$ cat src/rtl/bwa_pkg.sv
package bwa_pkg;

    // Per-cycle step decision taken at the lane counter's last lane.
    typedef struct packed {
        logic wrap;    // advance to the next row block
        logic finish;  // last row block complete, sequence ends
    } bwa_step_t;

    function automatic int lane_width(input int k);
        return (k > 1) ? $clog2(k) : 1;
    endfunction

    // Number of row blocks visited: offsets 0, s, 2s, ... up to the first >= n.
    function automatic int rows_needed(input int m, input int n);
        return ((n + m) / (m + 1)) + 1;
    endfunction

endpackage

$ cat src/rtl/bwa_lane_counter.sv
module bwa_lane_counter #(
    parameter int K_NCU = 4,
    localparam int LW = bwa_pkg::lane_width(K_NCU)
) (
    input  logic          clk,
    input  logic          rst,
    input  logic          en,
    output logic [LW-1:0] lane,
    output logic          lane_last
);
    localparam logic [LW-1:0] LAST = LW'(K_NCU - 1);

    assign lane_last = (lane == LAST);

    always_ff @(posedge clk) begin
        if (rst) begin
            lane <= '0;
        end else if (en) begin
            lane <= lane_last ? '0 : lane + 1'b1;
        end
    end
endmodule

$ cat src/rtl/bwa_offset_tracker.sv
module bwa_offset_tracker
    import bwa_pkg::*;
#(
    parameter int M_IN  = 3,
    parameter int N_LIM = 8,
    parameter int AW    = 8
) (
    input  logic          clk,
    input  logic          rst,
    input  logic          en,
    input  logic          lane_last,
    output logic [AW-1:0] offset,
    output bwa_step_t     step
);
    localparam logic [AW-1:0] STRIDE = AW'(M_IN + 1);
    localparam logic [AW-1:0] LIMIT  = AW'(N_LIM);

    always_comb begin
        step.finish = en && lane_last && (offset >= LIMIT);
        step.wrap   = en && lane_last && (offset <  LIMIT);
    end

    always_ff @(posedge clk) begin
        if (rst || step.finish) begin
            offset <= '0;
        end else if (step.wrap) begin
            offset <= offset + STRIDE;
        end
    end
endmodule

$ cat src/rtl/bwa_addr_stage.sv
module bwa_addr_stage #(
    parameter int K_NCU = 4,
    parameter int AW    = 8,
    localparam int LW = bwa_pkg::lane_width(K_NCU)
) (
    input  logic          clk,
    input  logic          rst,
    input  logic          en,
    input  logic          finish,
    input  logic [LW-1:0] lane,
    input  logic [AW-1:0] offset,
    input  logic [AW-1:0] base,
    input  logic [AW-1:0] act,
    output logic [AW-1:0] rd_addr,
    output logic          addr_valid,
    output logic          done
);
    logic [AW-1:0] lane_ext;
    logic [AW-1:0] lane_eff;
    logic [AW-1:0] addr_next;

    always_comb begin
        lane_ext  = AW'(lane);
        lane_eff  = (lane_ext < act) ? lane_ext : act;
        addr_next = offset + lane_eff + base;
    end

    always_ff @(posedge clk) begin
        if (rst) begin
            rd_addr    <= '0;
            addr_valid <= 1'b0;
            done       <= 1'b0;
        end else begin
            addr_valid <= en;
            done       <= finish;
            if (en) begin
                rd_addr <= addr_next;
            end
        end
    end
endmodule

$ cat src/rtl/bwa_addr_gen.sv
module bwa_addr_gen
    import bwa_pkg::*;
#(
    parameter int M_IN  = 3,
    parameter int N_LIM = 8,
    parameter int K_NCU = 4,
    parameter int AW    = 8
) (
    input  logic          clk,
    input  logic          rst,
    input  logic          start,
    input  logic [AW-1:0] layer_base,
    input  logic [AW-1:0] active_num,
    output logic [AW-1:0] rd_addr,
    output logic          addr_valid,
    output logic          busy,
    output logic          done
);
    localparam int LW = lane_width(K_NCU);

    logic          en_q;
    logic [AW-1:0] base_q;
    logic [AW-1:0] act_q;
    logic [LW-1:0] lane;
    logic          lane_last;
    logic [AW-1:0] offset;
    bwa_step_t     step;

    // Run control: start is taken only when idle; finish ends it.
    always_ff @(posedge clk) begin
        if (rst) begin
            en_q   <= 1'b0;
            base_q <= '0;
            act_q  <= '0;
        end else if (!en_q && start) begin
            en_q   <= 1'b1;
            base_q <= layer_base;
            act_q  <= active_num;
        end else if (step.finish) begin
            en_q   <= 1'b0;
        end
    end

    assign busy = en_q;

    bwa_lane_counter #(.K_NCU(K_NCU)) u_lane (
        .clk       (clk),
        .rst       (rst),
        .en        (en_q),
        .lane      (lane),
        .lane_last (lane_last)
    );

    bwa_offset_tracker #(.M_IN(M_IN), .N_LIM(N_LIM), .AW(AW)) u_offset (
        .clk       (clk),
        .rst       (rst),
        .en        (en_q),
        .lane_last (lane_last),
        .offset    (offset),
        .step      (step)
    );

    bwa_addr_stage #(.K_NCU(K_NCU), .AW(AW)) u_stage (
        .clk        (clk),
        .rst        (rst),
        .en         (en_q),
        .finish     (step.finish),
        .lane       (lane),
        .offset     (offset),
        .base       (base_q),
        .act        (act_q),
        .rd_addr    (rd_addr),
        .addr_valid (addr_valid),
        .done       (done)
    );
endmodule

$ cat config.mk
export PLATFORM = sky130hd
export DESIGN_NAME = bwa_addr_gen
export DESIGN_NICKNAME = d
export VERILOG_FILES = /design/src/rtl/bwa_pkg.sv /design/src/rtl/bwa_lane_counter.sv /design/src/rtl/bwa_offset_tracker.sv /design/src/rtl/bwa_addr_stage.sv /design/src/rtl/bwa_addr_gen.sv
export SDC_FILE = /design/constraint.sdc
export NUM_CORES = 1
export LEC_CHECK = 0
export BUFFER_PORTS_ARGS = -buffer_cell sky130_fd_sc_hd__buf_2
export CAP_MARGIN = 20
export CORE_MARGIN = 3
export CORE_UTILIZATION = 52
export CTS_BUF_LIST = sky130_fd_sc_hd__clkbuf_8
export DETAILED_ROUTE_END_ITERATION = 6
export HOLD_SLACK_MARGIN = 0.08
export PLACE_DENSITY = 0.88
export SLEW_MARGIN = 0
export SYNTH_ARGS = -nofsm -noshare
export SYNTH_HDL_FRONTEND = slang
export SYNTH_SLANG_ARGS = --single-unit
$ cat constraint.sdc
create_clock -name clk -period 3.3 [get_ports clk]
set_clock_uncertainty 0.2 [all_clocks]
set_input_delay 0.165 -clock clk [delete_from_list [all_inputs] [get_ports clk]]
set_output_delay 0.165 -clock clk [all_outputs]
set_load 0.01 [all_outputs]
==> impl_metrics.toml <==
[critical_path]
critical_path_class = "reg2reg"
crit_path_frequent_cell = "ha_4"
crit_slowest_cell = "or4_4"
slowest_delay_ns = 0.54
critPathRequiredTime_ns = 3.25
arrival_ns = 3.31
cp_max_fo = 3
cp-start-kind = "register"
end_kind = "register"
worstPathCellList = "or4_4 -> nor4_4 -> mux2_4 -> ha_4 -> ha_4 -> inv_2 -> fa_2 -> nor2b_4 -> o2111ai_2 -> a31oi_1 -> o32ai_2"

[sta]
fin_tns_setup_ns = -0.0654
setup_ws_ns = -0.0654
drv_slew = 0
min_period_over_period = 1.02
finalSetupViolCount = 1
slew_headroom = 0.291
timing.final.hold_violations = 0
tightest_slew_ns = 1.06
max_freq_mhz = 297
finalCriticalPeriod_ns = 3.37

[power_and_ir_drop]
powerDensity_nw_per_um2 = 435
total_leakage_power_nw = 0.973
power_mw = 0.977
irDropWorstVdd_v = 0.000284

[grt]
grt-ovfl-total = 0
use_met3 = 0.0535
top_usage_layer = "met2"
grt_util_met2 = 0.339
grt_max_degree = 34
first_global_vias = 1448
antenna_found_initial = 0
grt_usage = 0.207
grt_util_met1 = 0.259
grt_pass1_wl_mm = 6.49

[routing]
via_per_inst = 5.17
vias = 1483
wire_per_inst_um = 13.8
drtIter0Drc = 63
drt_wl_total_mm = 3.96
ant_nets = 0
dr.pass1.iters = 4
drc_errors = 0

[final_layout]
drive_gt1_frac = 0.214
fin_cells = 287
antenna_cells = 0
n_fill_cell = 251
syn_to_final_growth_pct = 31.4
final_nets = 279
regArea_um2 = 703
multi_input_area_um2 = 1030

[floorplanning]
die_x_um = 63.3
ios = 30
start_util = 0.550
coreArea_um2 = 3100
die_area_um2 = 4010
die_height_um = 63.3
rows = 20

[job]
drv_cap = 0

[placement]
dp_hpwl_mm = 2.52
dp_cells = 262
io_buffer_count = 29
routabilityCongestion = 0.826

[clocking]
clockBufferDepth = 2
clock-sinks = 35
clk_pin_slew_ns = 0.07
tritoncts = "yes"
htree_levels = 2
worstSkewPairLatency_ns = 0.29
clockRootBuffer = "clkbuf_8"
cts_buffers = 5

[yosys]
seq_area_frac_synth = 0.410
syn-cell-area_um2 = 1710
avgSynthCellArea_um2 = 8.85
ys_types = 35
yosys_register_bits = 35
yosysWarnings = 0
synth_top_area_share = 0.410
synthTopCellsByArea = "dfxtp_1 (41%), ha_1 (8.8%), nand2_1 (8.6%)"
postSynthCellCount = 193
synth_top_cell_by_area = "dfxtp_1"

[worst_hold_path]
hold_class = "in2reg"

[status]
violations = "setup timing"
run_status = "finished with violations"
==> logic make-up (layout without fill, tap and decap cells) <==
group,after synthesis,after routing,share of synthesized area
flip-flops,35,35,0.410
AND/OR/NAND/NOR,76,76,0.214
AO/OA/AOI/OAI,37,37,0.129
adder cells (fa/ha/maj),18,18,0.158
XOR/XNOR,3,3,0.0154
multiplexers,5,5,0.0308
other,2,5,0.00440
buffers and inverters,17,64,0.0381
==> synth_stat cells <==
master      n
or4_4       1
mux2_1      2
o21ai_0     1
a21oi_1    22
a31oi_1     3
nor4_4      1
nand4_1     1
fa_1        6
or4_1       1
ha_1       12
mux2i_1     3
nor2b_1     5
nor3b_1     2
nand2b_1    2
and2_1      2
nand2_1    39
clkbuf_1    7
xor2_1      2
dfxtp_1    35
nor2_1     13
and4_1      1
a211oi_1    2
nand3_1     2
o22ai_1     1
buf_2       1
a221oi_1    1
and3b_1     1
a21o_1      1
inv_1       9
o2111ai_1   1
nor3_1      5
o32ai_1     2
conb_1      2
o21a_1      3
xnor2_1     1
==> state kept, by name, indices dropped and copies added, names as in the netlist <==
signal and cells:
base_q 8, u_stage.rd_addr 8, busy 1, u_stage.done 1, u_offset.offset 6, act_q 8, u_lane.lane 2, u_stage.addr_valid 1
==> power breakdown <==
group | internal (mW) | switching, mW
sequential | 0.446 | 0.0190
clock | 0.187 | 0.151
combinational | 0.0863 | 0.0868
total | 0.719 | 0.257
==> worst paths after layout <==
path / startpoint / depth (start not counted) / slack [ns] / end
worst min register to register: base_q[2]$_SDFFE_PP0P_ / 2 / 0.26 / base_q[2]$_SDFFE_PP0P_
worst max-delay path: act_q[4]$_SDFFE_PP0P_ / 11 / -0.07 / u_stage.rd_addr[7]$_SDFFE_PP0P_
worst min-delay path: rst / 2 / 0.18 / u_lane.lane[0]$_SDFFE_PP0P_
worst max register to register: act_q[4]$_SDFFE_PP0P_ / 11 / -0.07 / u_stage.rd_addr[7]$_SDFFE_PP0P_
==> metal layers <==
| layer | routed length [um] | vias to the layer above |
|---|---|---|
| li1 | - | 741 |
| met1 | 1760 | 701 |
| met2 | 1990 | 33 |
| met3 | 153 | 8 |
| met4 | 57 | 0 |
| met5 | 0 | - |
==> through the flow <==
step                      hold WS (ns)   util  setup WS (ns)  instance area (um2)
final                            0.176  0.723        -0.0654                 2240
after global routing             0.201  0.723        -0.0964                 2240
after CTS                        0.165  0.698       0.000811                 2170
after detailed placement         0.210  0.611        -0.0480                 1900
after global placement           0.207  0.611         0.0349                 1900
after floorplan                  0.101      -         0.0870                 1720
==> what timing repair did <==
item,in CTS,in global routing
hold buffers,17,0
endpoints found under the hold margin,17,0
endpoints found under the setup margin,2,3
setup buffers,0,1
gates resized for setup,0,16
pin swaps,1,8
==> critical path: cells and delay by family, from the launching register on <==
kind	cells	cell delay, ns
buffers and inverters	1	0.04
multiplexers	1	0.34
flip-flops	1	0.32
AND/OR/NAND/NOR	3	0.96
AO/OA/AOI/OAI	3	0.58
adder cells (fa/ha/maj)	3	0.78
==> cells in the final DEF (no fill, tap or decap), drive strengths merged, types with 3 or more instances in the layout <==
master       count
fa               6
nor3             5
clkbuf           7
nand2           39
inv             10
a31oi            3
conb             5
mux2i            3
a21oi           22
dlygate4sd3     17
ha              12
o21a             3
buf             30
nor2            13
dfxtp           35
nor2b            5
==> cell type report <==
type / count / share of cell area
multi-input cells: 144 / 0.459
flip-flops and latches: 35 / 0.313
repair buffers: 47 / 0.144
clock buffers: 7 / 0.0429
well taps: 44 / 0.0245
inverters: 9 / 0.0151
clock inverters: 1 / 0.00167
(Power assumes the default switching activity.)
